$ cat src/rtl/rupd_pkg.sv
package rupd_pkg;

  typedef enum logic [2:0] {
    ST_PWRUP   = 3'd0,
    ST_LD_FAC  = 3'd1,
    ST_FAC_RUN = 3'd2,
    ST_LD_APP  = 3'd3,
    ST_APP_RUN = 3'd4,
    ST_FALLBK  = 3'd5
  } rupd_state_e;

  typedef enum logic [1:0] {
    CAUSE_NONE  = 2'd0,
    CAUSE_LDERR = 2'd1,
    CAUSE_WDOG  = 2'd2
  } rupd_cause_e;

endpackage

$ cat src/rtl/rupd_fsm.sv
module rupd_fsm
  import rupd_pkg::*;
#(
  parameter int PAGE_W = 3
) (
  input  logic              clk,
  input  logic              rst_n,
  input  logic              go,
  input  logic [PAGE_W-1:0] ctrl_page,
  input  logic              load_done,
  input  logic              load_err,
  input  logic              wd_expire,
  output rupd_state_e       st
);

  rupd_state_e st_nxt;

  always_comb begin
    st_nxt = st;
    case (st)
      ST_PWRUP:   st_nxt = ST_LD_FAC;
      ST_LD_FAC:  if (!load_err && load_done) st_nxt = ST_FAC_RUN;
      ST_FAC_RUN: if (go && (ctrl_page != '0)) st_nxt = ST_LD_APP;
      ST_LD_APP: begin
        if (load_err)       st_nxt = ST_FALLBK;
        else if (load_done) st_nxt = ST_APP_RUN;
      end
      ST_APP_RUN: if (wd_expire) st_nxt = ST_FALLBK;
      ST_FALLBK:  st_nxt = ST_LD_FAC;
      default:    st_nxt = ST_PWRUP;
    endcase
  end

  always_ff @(posedge clk or negedge rst_n) begin
    if (!rst_n) st <= ST_PWRUP;
    else        st <= st_nxt;
  end

  AST_PWRUP_TO_FACTORY: assert property (@(posedge clk) disable iff (!rst_n)
    st == ST_PWRUP |=> st == ST_LD_FAC);
  AST_EXPIRE_FALLBACK: assert property (@(posedge clk) disable iff (!rst_n)
    wd_expire |=> st == ST_FALLBK);
  AST_FALLBACK_RELOAD: assert property (@(posedge clk) disable iff (!rst_n)
    st == ST_FALLBK |=> st == ST_LD_FAC);
  AST_FACTORY_ERR_RETRY: assert property (@(posedge clk) disable iff (!rst_n)
    (st == ST_LD_FAC) && load_err |=> st == ST_LD_FAC);

endmodule

$ cat src/rtl/rupd_wdog.sv
module rupd_wdog #(
  parameter int TMO_W = 12
) (
  input  logic             clk,
  input  logic             rst_n,
  input  logic             app_run,
  input  logic             en,
  input  logic [TMO_W-1:0] tmo,
  input  logic             kick,
  output logic             expire,
  output logic             active
);

  logic [TMO_W-1:0] cnt;
  logic [TMO_W-1:0] cnt_nxt;
  logic             cnt_ce;

  assign active = app_run & en;
  assign expire = active & (cnt == tmo) & ~kick;

  always_comb begin
    cnt_ce  = 1'b1;
    cnt_nxt = '0;
    if (active && !kick) begin
      if (cnt != tmo) cnt_nxt = cnt + 1'b1;
      else begin
        cnt_nxt = cnt;
        cnt_ce  = 1'b0;
      end
    end
  end

  always_ff @(posedge clk or negedge rst_n) begin
    if (!rst_n)      cnt <= '0;
    else if (cnt_ce) cnt <= cnt_nxt;
  end

  AST_CNT_HELD_OUTSIDE_APP: assert property (@(posedge clk) disable iff (!rst_n)
    !app_run |=> cnt == '0);
  AST_KICK_RESTART: assert property (@(posedge clk) disable iff (!rst_n)
    active && kick |=> cnt == '0);

endmodule

$ cat src/rtl/rupd_regs.sv
module rupd_regs
  import rupd_pkg::*;
#(
  parameter int PAGE_W = 3,
  parameter int TMO_W  = 12
) (
  input  logic              clk,
  input  logic              rst_n,
  input  rupd_state_e       st,
  input  logic              cfg_we,
  input  logic [PAGE_W-1:0] cfg_page,
  input  logic              cfg_wd_en,
  input  logic [TMO_W-1:0]  cfg_tmo,
  input  logic              load_err,
  input  logic              wd_expire,
  output logic [PAGE_W-1:0] ctrl_page,
  output logic              ctrl_wd_en,
  output logic [TMO_W-1:0]  ctrl_tmo,
  output logic [1:0]        stat_cause,
  output logic [PAGE_W-1:0] stat_fail_page
);

  logic wr_ok;
  logic lderr_ev;
  logic stat_ce;
  logic [1:0] cause_nxt;

  assign wr_ok    = cfg_we && (st == ST_FAC_RUN) && (cfg_page != '0);
  assign lderr_ev = (st == ST_LD_APP) && load_err;
  assign stat_ce  = lderr_ev | wd_expire;

  always_comb begin
    cause_nxt = stat_cause;
    if (lderr_ev)       cause_nxt = CAUSE_LDERR;
    else if (wd_expire) cause_nxt = CAUSE_WDOG;
  end

  always_ff @(posedge clk or negedge rst_n) begin
    if (!rst_n) begin
      ctrl_page  <= '0;
      ctrl_wd_en <= 1'b0;
      ctrl_tmo   <= '0;
    end else if (wr_ok) begin
      ctrl_page  <= cfg_page;
      ctrl_wd_en <= cfg_wd_en;
      ctrl_tmo   <= cfg_tmo;
    end
  end

  always_ff @(posedge clk or negedge rst_n) begin
    if (!rst_n) begin
      stat_cause     <= CAUSE_NONE;
      stat_fail_page <= '0;
    end else if (stat_ce) begin
      stat_cause     <= cause_nxt;
      stat_fail_page <= ctrl_page;
    end
  end

  AST_PAGE0_REJECTED: assert property (@(posedge clk) disable iff (!rst_n)
    cfg_we && (cfg_page == '0) |=> $stable(ctrl_page) && $stable(ctrl_tmo) && $stable(ctrl_wd_en));
  AST_STATUS_HOLD: assert property (@(posedge clk) disable iff (!rst_n)
    !(lderr_ev || wd_expire) |=> $stable(stat_cause) && $stable(stat_fail_page));
  AST_WDOG_CAUSE: assert property (@(posedge clk) disable iff (!rst_n)
    wd_expire |=> stat_cause == CAUSE_WDOG);
  AST_LDERR_CAUSE: assert property (@(posedge clk) disable iff (!rst_n)
    lderr_ev |=> stat_cause == CAUSE_LDERR);

endmodule

$ cat src/rtl/rupd_ctrl.sv
module rupd_ctrl
  import rupd_pkg::*;
#(
  parameter int PAGE_W = 3,
  parameter int TMO_W  = 12
) (
  input  logic              clk,
  input  logic              rst_n,
  input  logic              cfg_we,
  input  logic [PAGE_W-1:0] cfg_page,
  input  logic              cfg_wd_en,
  input  logic [TMO_W-1:0]  cfg_tmo,
  input  logic              cfg_go,
  output logic              load_req,
  output logic [PAGE_W-1:0] img_page,
  input  logic              load_done,
  input  logic              load_err,
  input  logic              wd_kick,
  output logic              img_running,
  output logic              wd_active,
  output logic [1:0]        stat_cause,
  output logic [PAGE_W-1:0] stat_fail_page
);

  localparam int SYNC_N = 2;

  logic [SYNC_N-1:0] rst_sync;
  logic              rst_n_s;
  rupd_state_e       st;
  logic [PAGE_W-1:0] ctrl_page;
  logic              ctrl_wd_en;
  logic [TMO_W-1:0]  ctrl_tmo;
  logic              wd_expire;
  logic              app_run;
  logic              app_side;

  always_ff @(posedge clk or negedge rst_n) begin
    if (!rst_n) rst_sync <= '0;
    else        rst_sync <= {rst_sync[SYNC_N-2:0], 1'b1};
  end
  assign rst_n_s = rst_sync[SYNC_N-1];

  assign app_run     = (st == ST_APP_RUN);
  assign app_side    = (st == ST_LD_APP) || app_run;
  assign load_req    = (st == ST_LD_FAC) || (st == ST_LD_APP);
  assign img_page    = app_side ? ctrl_page : '0;
  assign img_running = (st == ST_FAC_RUN) || app_run;

  rupd_fsm #(.PAGE_W(PAGE_W)) u_fsm (
    .clk       (clk),
    .rst_n     (rst_n_s),
    .go        (cfg_go),
    .ctrl_page (ctrl_page),
    .load_done (load_done),
    .load_err  (load_err),
    .wd_expire (wd_expire),
    .st        (st)
  );

  rupd_wdog #(.TMO_W(TMO_W)) u_wdog (
    .clk     (clk),
    .rst_n   (rst_n_s),
    .app_run (app_run),
    .en      (ctrl_wd_en),
    .tmo     (ctrl_tmo),
    .kick    (wd_kick),
    .expire  (wd_expire),
    .active  (wd_active)
  );

  rupd_regs #(.PAGE_W(PAGE_W), .TMO_W(TMO_W)) u_regs (
    .clk            (clk),
    .rst_n          (rst_n_s),
    .st             (st),
    .cfg_we         (cfg_we),
    .cfg_page       (cfg_page),
    .cfg_wd_en      (cfg_wd_en),
    .cfg_tmo        (cfg_tmo),
    .load_err       (load_err),
    .wd_expire      (wd_expire),
    .ctrl_page      (ctrl_page),
    .ctrl_wd_en     (ctrl_wd_en),
    .ctrl_tmo       (ctrl_tmo),
    .stat_cause     (stat_cause),
    .stat_fail_page (stat_fail_page)
  );

  AST_FACTORY_NO_WDOG: assert property (@(posedge clk) disable iff (!rst_n_s)
    !app_side |-> !wd_active && !wd_expire);
  AST_FACTORY_PAGE0: assert property (@(posedge clk) disable iff (!rst_n_s)
    load_req && !app_side |-> img_page == '0);

endmodule

$ cat config.mk
export PLATFORM = sky130hd
export DESIGN_NAME = rupd_ctrl
export DESIGN_NICKNAME = d
export VERILOG_FILES = /design/src/rtl/rupd_pkg.sv /design/src/rtl/rupd_fsm.sv /design/src/rtl/rupd_wdog.sv /design/src/rtl/rupd_regs.sv /design/src/rtl/rupd_ctrl.sv
export SDC_FILE = /design/constraint.sdc
export NUM_CORES = 1
export LEC_CHECK = 0
export BUFFER_PORTS_ARGS = -buffer_cell sky130_fd_sc_hd__buf_2
export CORE_AREA = 2 2 68 70
export CTS_BUF_LIST = sky130_fd_sc_hd__clkbuf_4
export CTS_CLUSTER_SIZE = 20
export DETAILED_ROUTE_END_ITERATION = 16
export DIE_AREA = 0 0 70 72
export PLACE_DENSITY = 0.65
export SYNTH_ARGS = -nofsm -noshare
export SYNTH_HDL_FRONTEND = slang
export SYNTH_SLANG_ARGS = --single-unit
$ cat constraint.sdc
create_clock -name clk -period 1.34 [get_ports clk]
set_input_delay 0.268 -clock clk [delete_from_list [all_inputs] [get_ports clk]]
set_output_delay 0.268 -clock clk [all_outputs]
set_load 0.02 [all_outputs]
==> impl_metrics.yaml, run 1 <==
yosys:
  synth-xor-area-share: 0.09333
  synthMuxAreaShare: 0.1193
  netlist.area_leader.share: 0.5067
  synth.avg_cell_area_um2: 11.59
  synth-edff-count: 0
  synth_area_leader_cell: "dfrtp_1"
  async_reset_ff_frac: 1.000
  ys_seq_area_frac: 0.5067
  yosys_most_used_dff: "dfrtp_1"
  synth_seq_cells: 38
  synthSimpleGateAreaFrac: 0.1647
  yosysMostFrequentCell: "dfrtp_1"
  yosysWarningCount: 0
  synth_commonest_cells: "dfrtp_1, mux2_2, nor2_1, xor2_1, xnor2_1"
  netlist_instances: 162
  synth_compound_area_frac: 0.08400
  synth_cell_types: 43
  synth_top_family_by_area: "simple AND/OR/NAND/NOR gates"
  synthAdderAreaFrac: 0.006667
  synthTopCellsByArea: "dfrtp_1, mux2_2, xor2_1"
  synth_fp_nets: 186
  syn_area_mm2: 0.001877
clock_tree:
  tritoncts: "built"
  root_buffer: "clkbuf_4"
  clock_sinks: 38
  htree_levels: 2
  clk_latency_ns: 0.36
  cts_buffer_depth: 2
  cts_inserted_buffers: 5
  clk_pin_slew_ns: 0.12
sta:
  setup_ws_ns: -0.4688
  fin_crit_ns: 1.809
  skew_ns: 0.01789
  whs_ns: 0.1269
  fin_setup_tns_ns: -15.22
  slew_viol_final: 0
  finalHoldViolCount: 0
  fmax_mhz: 552.9
  fin_crit_sh: 1.350
  setup_violations: 40
  rsz0062_at_grt: "true"
worst_setup_path:
  end_kind: "register"
  critPathArrivalTime_ns: 2.05
  path_cells: "xor2_2 > nor4_4 > nand3_2 > o21ai_4 > mux2_4"
  start_kind: "register"
  slowest_delay_ns: 0.44
  critPathMaxFanout: 3
  cp.required_ns: 1.58
  cp_slowest_cell: "dfrtp_1"
  path_class: "register to register"
floorplanning:
  ioPinCount: 34
  die_w_um: 70
  dieArea_mm2: 0.005040
  rows: 24
  start_util: 0.4401
  core_area_mm2: 0.004264
  chipHeight_um: 72
outcome:
  status: "finished with violations"
  violations: "negative setup slack"
power:
  total_power_mw: 1.794
  p_per_area_mw_per_mm2: 627.7
  worst_ir_drop_vdd_uv: 524.8
  p_leak_nw: 1.387
global_route:
  grt_pass1_wl_um: 7783
  grt_start_max_net_pins: 25
  antenna_found_initial: 0
  met2_usage: 0.3228
  global_route.usage.met1: 0.2617
  first_global_vias: 1582
  grt_busiest_layer: "met2"
  grt_util_met3: 0.03889
  grt_util_all_layers: 0.1994
  grt_overflow_total: 0
flow_run:
  drv_cap: 0
detailed_routing:
  routed_wirelength_um: 5008
  drc_errors: 0
  dr.pass1.iters: 4
  wl_per_cell_um: 16.81
  detail-route-antenna-nets: 0
  drt_first_iter_violations: 151
  via_count: 1587
  routed_via_density: 5.326
layout:
  diodes: 0
  final_cell_area_mm2: 0.002858
  n_fill_cell: 314
  drive_gt1_frac: 0.5894
  final_cells: 298
  final_util: 0.6702
  synthToLayoutAreaGrowth_pct: 52.27
  num-nets-final: 270
placed_design:
  place_congestion: 0.8014
  placed_area_mm2: 0.002459
  hpwlAfterDp_um: 3087
  dp_slack_ns: -0.5051
  placed_cells: 275
  port_buffers: 33
worst_hold_path:
  hold_class: "primary input to register"
## power by group
part	internal [mW]	switching (mW)	total, mW
Sequential	1.15	0.00143	1.15
Clock	0.189	0.385	0.573
Combinational	0.0324	0.0373	0.0696
## cells by family after synthesis
kind of cell | after synthesis
AO/OA/AOI/OAI | 25
adder cells (fa/ha/maj) | 1
flip-flops | 38
multiplexers | 20
AND/OR/NAND/NOR | 49
XOR/XNOR | 20
buffers and inverters | 8
other | 1
## worst paths after layout
check / start / end / slack, ns / cells after the start
max in group asynchronous: rst_sync[1] / u_wdog.cnt[9] / 0.80 / 1
min in group asynchronous: rst_n / rst_sync[0] / 0.21 / 2
worst min-delay path: cfg_tmo[3] / u_regs.ctrl_tmo[3] / 0.13 / 2
worst max-delay path: u_wdog.cnt[2] / u_regs.stat_fail_page[0] / -0.47 / 5
worst min register to register: rst_sync[1] / u_fsm.st[0] / 0.23 / 1
worst max register to register: u_wdog.cnt[2] / u_regs.stat_fail_page[0] / -0.47 / 5
## cells in the final DEF (no fill, tap or decap), types with 3 or more instances in the layout
master / netlist / layout
nand2_1: 6 / 5
nor4_4: 1 / 3
buf_4: 1 / 39
clkbuf_4: 0 / 5
xor2_2: 0 / 8
buf_2: 2 / 27
a21oi_1: 6 / 4
a31oi_1: 6 / 5
nor2_1: 12 / 11
buf_6: 1 / 17
xnor2_1: 8 / 7
dfrtp_1: 38 / 36
and2_4: 0 / 3
xor2_1: 12 / 4
nand3_1: 5 / 5
mux2_4: 0 / 19
## metal layers
layer	share of wire	routed length, µm
met2	0.50	2503
met4	0.023	113
met3	0.047	234
met5	0	0
met1	0.43	2156
## repair_timing
item                                    in CTS  in global routing
hold endpoints to repair                     2                  0
gates resized for setup                     37                 23
hold buffers                                 1                  0
endpoints found under the setup margin      40                 40
setup buffers                               10                  9
pin swaps                                   10                 18
gates cloned                                 1                  0
## area by class of cell
class,count,area (µm²),area share
multi-input cells,116,1159,0.4054
flip-flops and latches,38,953.4,0.3336
inverters,1,3.754,0.001313
well taps,52,65.06,0.02277
repair buffers,84,629.4,0.2202
clock buffers,5,37.54,0.01313
clock inverters,2,10.01,0.003503
## registers in the layout (all words and copies together), names as in the netlist
register,flops
u_regs.ctrl_tmo,12
u_wdog.cnt,12
u_fsm.st,3
u_regs.ctrl_page,3
u_regs.stat_fail_page,3
rst_sync,2
u_regs.stat_cause,2
u_regs.ctrl_wd_en,1
## critical path: cells and delay by family, from the launching register on
family                    cells  cell delay, ns
AOI/OAI and AO/OA             1            0.21
xor gates and xnor gates      1            0.21
DFF                           1            0.44
muxes                         1            0.32
and+or+nand+nor               2            0.50
(Power assumes the default switching activity.)
==> inputs of run 2 (changes only) <==
Settings changed: PLACE_DENSITY 0.65 to 0.62.
==> impl_metrics.yaml, run 2 (synthesized netlist as in run 1, its figures left out) <==
placed_design:
  placed_cells: 274
  port_buffers: 33
  dp_slack_ns: -0.5014
  hpwlAfterDp_um: 3191
  place_congestion: 0.9026
  placed_area_mm2: 0.002451
floorplanning:
  ioPinCount: 34
  chipHeight_um: 72
  core_area_mm2: 0.004264
  dieArea_mm2: 0.005040
  start_util: 0.4401
  die_w_um: 70
  rows: 24
worst_setup_path:
  critPathMaxFanout: 3
  start_kind: "register"
  end_kind: "output pin"
  path_class: "register to output pin"
  cp.required_ns: 1.07
  critPathArrivalTime_ns: 1.51
clock_tree:
  htree_levels: 2
  tritoncts: "built"
  root_buffer: "clkbuf_4"
  cts_buffer_depth: 2
  clock_sinks: 38
  clk_pin_slew_ns: 0.12
  cts_inserted_buffers: 5
  clk_latency_ns: 0.35
global_route:
  grt_start_max_net_pins: 37
  grt_pass1_wl_um: 8093
  antenna_found_initial: 0
  first_global_vias: 1730
  grt_util_all_layers: 0.2094
  grt_overflow_total: 0
power:
  p_leak_nw: 1.399
  p_sw_uw: 403.1
  p_comb_frac: 0.039
  seq_power_share: 0.630
  worst_ir_drop_vdd_uv: 566.7
  clkPwrFrac: 0.331
  internal-power_mw: 1.422
  p_sw_frac: 0.2209
  p_per_area_mw_per_mm2: 632.3
layout:
  layout_common_cells: "dfrtp_1, buf_4, buf_2"
  reg_top3: "u_regs.ctrl_tmo (12), u_wdog.cnt (12)"
  num-nets-final: 269
  drive_gt1_frac: 0.5755
  final_cell_area_mm2: 0.002887
  diodes: 0
  synthToLayoutAreaGrowth_pct: 53.80
  final_util: 0.6769
  final_cells: 297
  final_common_cell: "dfrtp_1"
detailed_routing:
  routed_wirelength_um: 4791
  drt_first_iter_violations: 72
  dr.pass1.iters: 4
  routed_via_density: 5.212
  drc_errors: 0
  via_count: 1548
  wl_per_cell_um: 16.13
  detail-route-antenna-nets: 0
sta:
  skew_ns: 0.01444
  slew_viol_final: 0
  fmax_mhz: 561.6
  finalHoldViolCount: 0
  fin_crit_sh: 1.329
  rsz0062_at_grt: "true"
  fin_crit_ns: 1.781
  setup_violations: 40
  fin_setup_tns_ns: -13.72
  setup_ws_ns: -0.4405
outcome:
  status: "finished with violations"
  violations: "negative setup slack"
worst_hold_path:
  hold_class: "primary input to register"
flow_run:
  drv_cap: 0
==> run 2: changes by cell type in the layout (fill, tap and decap cells not counted), moves of 2 or more <==
cell / previous run / this run
clkbuf_4: 5 / 7
a21oi_1: 4 / 6
mux2_4: 19 / 16
a31oi_4: 1 / 3
a31oi_1: 5 / 3
clkinv_2: 2 / 0
a21oi_2: 2 / 0
buf_4: 39 / 36
mux2_2: 0 / 3
==> run 2: critical path, stage by stage, from the launching register on <==
cell,delay (ns)
dfrtp_2,0.45
buf_6,0.14
nor2b_4,0.16
nand2_4,0.08
o21ai_4,0.07
and2_4,0.17
buf_6,0.11
==> run 2: area by class of cell <==
| type | instances | area (µm²) |
|---|---|---|
| flip-flops and latches | 38 | 952.2 |
| fillers | 296 | 1378 |
| multi-input cells | 116 | 1175 |
| inverters | 1 | 3.754 |
| clock buffers | 7 | 52.55 |
| well taps | 52 | 65.06 |
| repair buffers | 83 | 638.1 |
==> run 2: power by group through the flow <==
stage	Clock [mW]	Combinational (mW)	Sequential [mW]
finish	0.604	0.0705	1.15
global route	0.666	0.0799	1.15
CTS	0.615	0.0728	1.15
detailed placement	0	0.0694	1.17
global placement	0	0.0656	1.17
floorplan	0	0.00408	1.19
==> run 2: worst paths after layout <==
kind                               startpoint                       end  slack [ns]  cells after the start
max                               u_fsm.st[2]               img_page[2]       -0.44                      6
min                                cfg_tmo[3]        u_regs.ctrl_tmo[3]        0.14                      2
max reg2reg                u_regs.ctrl_tmo[0]  u_regs.stat_fail_page[2]       -0.43                      5
min reg2reg                       rst_sync[1]             u_wdog.cnt[1]        0.22                      1
max in group asynchronous         rst_sync[1]               u_fsm.st[2]        0.92                      1
min in group asynchronous         rst_sync[1]             u_wdog.cnt[1]        0.22                      1
==> run 2: what timing repair did <==
action / 4_1_cts / 5_1_grt
hold endpoints to repair: 2 / 0
buffers inserted: 14 / 3
gates cloned: 0 / 0
pin swaps: 16 / 19
endpoints found under the setup margin: 40 / 40
resized for setup: 44 / 13
hold buffers: 1 / 0
==> run 2: layer usage <==
metal / share of wire / GRT usage / wire (µm) / vias to the layer above
met5: 0 / 0 / 0 / -
met2: 0.52 / 0.3566 / 2511 / 45
met1: 0.40 / 0.2387 / 1915 / 755
li1: - / - / - / 733
met3: 0.053 / 0.07778 / 252 / 15
met4: 0.023 / 0.08974 / 112 / 0
==> run 2: stage by stage <==
stage	power (mW)	hold WS [ns]
floorplan	1.191	-0.02759
global placement	1.239	0.05164
detailed placement	1.243	0.05641
CTS	1.839	0.1251
global route	1.898	0.1191
finish	1.825	0.1351
==> inputs of run 3 (changes only) <==
Settings changed: ABC_AREA set to 1, CORE_AREA 2 2 68 70 to 2 2 70 72, DIE_AREA 0 0 70 72 to 0 0 72 74, MAX_ROUTING_LAYER set to met4, PLACE_DENSITY 0.62 to 0.61.
==> impl_metrics.yaml, run 3 <==
outcome:
  status: "finished with violations"
  violations: "negative setup slack"
sta:
  fin_crit_sh: 1.277
  rsz0062_at_grt: "true"
  fin_setup_tns_ns: -8.663
  slew_headroom: 0.6117
  fin_crit_ns: 1.711
  finalHoldViolCount: 0
  tightest_slew_ns: 0.5811
  whs_ns: 0.1382
  skew_ns: 0.01392
  setup_violations: 42
  fmax_mhz: 584.4
  slew_viol_final: 0
  setup_ws_ns: -0.3712
yosys:
  synth_commonest_cells: "nand2_1, dfrtp_1, nor2_1"
  synth_fp_nets: 281
  yosys_most_used_dff: "dfrtp_1"
  syn_area_mm2: 0.001984
  yosysWarningCount: 0
  ys_seq_area_frac: 0.4792
  yosysMostFrequentCell: "nand2_1"
  async_reset_ff_frac: 1.000
  synth_cell_types: 30
  synth.avg_cell_area_um2: 7.721
  synth_seq_cells: 38
  synthTopCellsByArea: "dfrtp_1, nand2_1, nor2_1"
  synth-edff-count: 0
  netlist_instances: 257
  synth_area_leader_cell: "dfrtp_1"
  netlist.area_leader.share: 0.4792
layout:
  n_fill_cell: 347
  final_cell_area_mm2: 0.003343
  synthToLayoutAreaGrowth_pct: 68.47
  layout_common_cells: "nand2_1, buf_4, dfrtp_1"
  final_cells: 414
  multi_input_area_mm2: 0.001289
  diodes: 0
  drive_gt1_frac: 0.5500
  final_common_cell: "nand2_1"
  num-nets-final: 383
  reg_top3: "u_regs.ctrl_tmo (12), u_wdog.cnt (12)"
  area.sequential_um2: 952.2
worst_hold_path:
  hold_class: "primary input to register"
  whs_endpoint: "u_regs.ctrl_tmo[6]"
  hp-start: "cfg_tmo[6]"
  hold_depth: 3
floorplanning:
  die_w_um: 72
  dieArea_mm2: 0.005328
  core_area_mm2: 0.004598
  chipHeight_um: 74
  ioPinCount: 34
  rows: 25
  start_util: 0.4316
worst_setup_path:
  end_kind: "output pin"
  path_cells: "nand3_4 > inv_4 > a21oi_4 > nor2_1 > buf_4"
  rr_startpoint: "u_fsm.st[2]"
  cp.required_ns: 1.07
  critPathMaxFanout: 4
  r2r_end: "u_fsm.st[1]"
  critPathArrivalTime_ns: 1.44
  path_class: "register to output pin"
  critPathTopFamily: "flip-flops"
  r2r_slack_ns: -0.26
  path_buf_inv: 2
  start_kind: "register"
  slowest_delay_ns: 0.50
  cp_slowest_cell: "dfrtp_2"
  reg2reg_depth: 8
global_route:
  grt_overflow_total: 0
  grt_util_all_layers: 0.2313
  grt_start_max_net_pins: 37
  grt_pass1_wl_um: 9108
  first_global_vias: 2093
  antenna_found_initial: 0
flow_run:
  drv_cap: 0
clock_tree:
  cts_inserted_buffers: 5
  clk_pin_slew_ns: 0.13
  cts_buffer_depth: 2
  clk_latency_ns: 0.36
  htree_levels: 2
  clock_sinks: 38
  root_buffer: "clkbuf_4"
  tritoncts: "built"
detailed_routing:
  wl_per_cell_um: 14.41
  detail-route-antenna-nets: 0
  dr.pass1.iters: 4
  routed_wirelength_um: 5966
  drc_errors: 0
  drt_first_iter_violations: 51
  via_count: 2087
  routed_via_density: 5.041
placed_design:
  place_congestion: 0.8051
  port_buffers: 33
  placed_area_mm2: 0.002623
  placed_cells: 390
  dp_slack_ns: -0.1740
  hpwlAfterDp_um: 3347
power:
  p_leak_nw: 1.548
  p_per_area_mw_per_mm2: 1649
  worst_ir_drop_vdd_uv: 1064
-- run 3: timing repair --
item | 4_1_cts | 5_1_grt
hold buffers | 1 | 0
resized for setup | 72 | 55
gates cloned | 4 | 2
buffers inserted | 8 | 4
setup endpoints to repair | 42 | 42
pin swaps | 23 | 19
endpoints found under the hold margin | 2 | 0
-- run 3: metrics by stage --
stage,utilization,power [mW]
5_1_grt,0.7271,5.842
2_1_floorplan,-,2.749
3_3_place_gp,0.5703,3.535
4_1_cts,0.6740,5.123
3_5_place_dp,0.5703,3.582
6_report,0.7271,5.513
-- run 3: worst max path at each step --
stage / startpoint / end / slack, ns / depth (start not counted)
floorplan: u_fsm.st[0] / img_page[0] / -0.06 / 5
global placement: u_wdog.cnt[0] / u_wdog.cnt[5] / -0.13 / 12
detailed placement: u_wdog.cnt[8] / u_wdog.cnt[8] / -0.17 / 11
CTS: u_fsm.st[0] / img_page[0] / -0.35 / 6
global route: u_fsm.st[2] / img_page[2] / -0.42 / 5
finish: u_fsm.st[2] / img_page[2] / -0.37 / 5
-- run 3: cell families after synthesis --
group                      synth area share
other                              0.001890
buffers and inverters               0.08953
AOI/OAI and AO/OA                   0.09332
and+or+nand+nor                      0.3077
DFF                                  0.4792
adders and majority gates          0.006304
xor gates and xnor gates            0.02207
-- run 3: where the power goes --
group          internal, mW  switching [mW]
registers              1.46           0.246
clock network         0.584           0.420
logic                  1.34            1.46
total                  3.39            2.12
-- run 3: final cells by class --
class,instances,share of cell area
tap,54,0.02021
multi-input combinational,181,0.3855
timing repair buffer,100,0.2399
sequential,38,0.2848
clock inverter,3,0.02058
clock buffer,5,0.01123
inverter,33,0.03780
-- run 3: metal layers --
layer	vias up	routed length (µm)	part of all wire	track usage
met5	-	0	0	-
met4	0	82	0.014	0.07966
met3	11	244	0.041	0.05420
met2	48	3262	0.55	0.4239
met1	1003	2376	0.40	0.2452
li1	1025	-	-	-
-- run 3: worst register-to-register path: stages (launching register included) --
cell and delay [ns]:
dfrtp_2 0.49, nand3_4 0.13, buf_4 0.16, nor3_4 0.25, nand3_4 0.17, buf_6 0.15
nand2_2 0.05, nand3_1 0.07, nand2_1 0.07
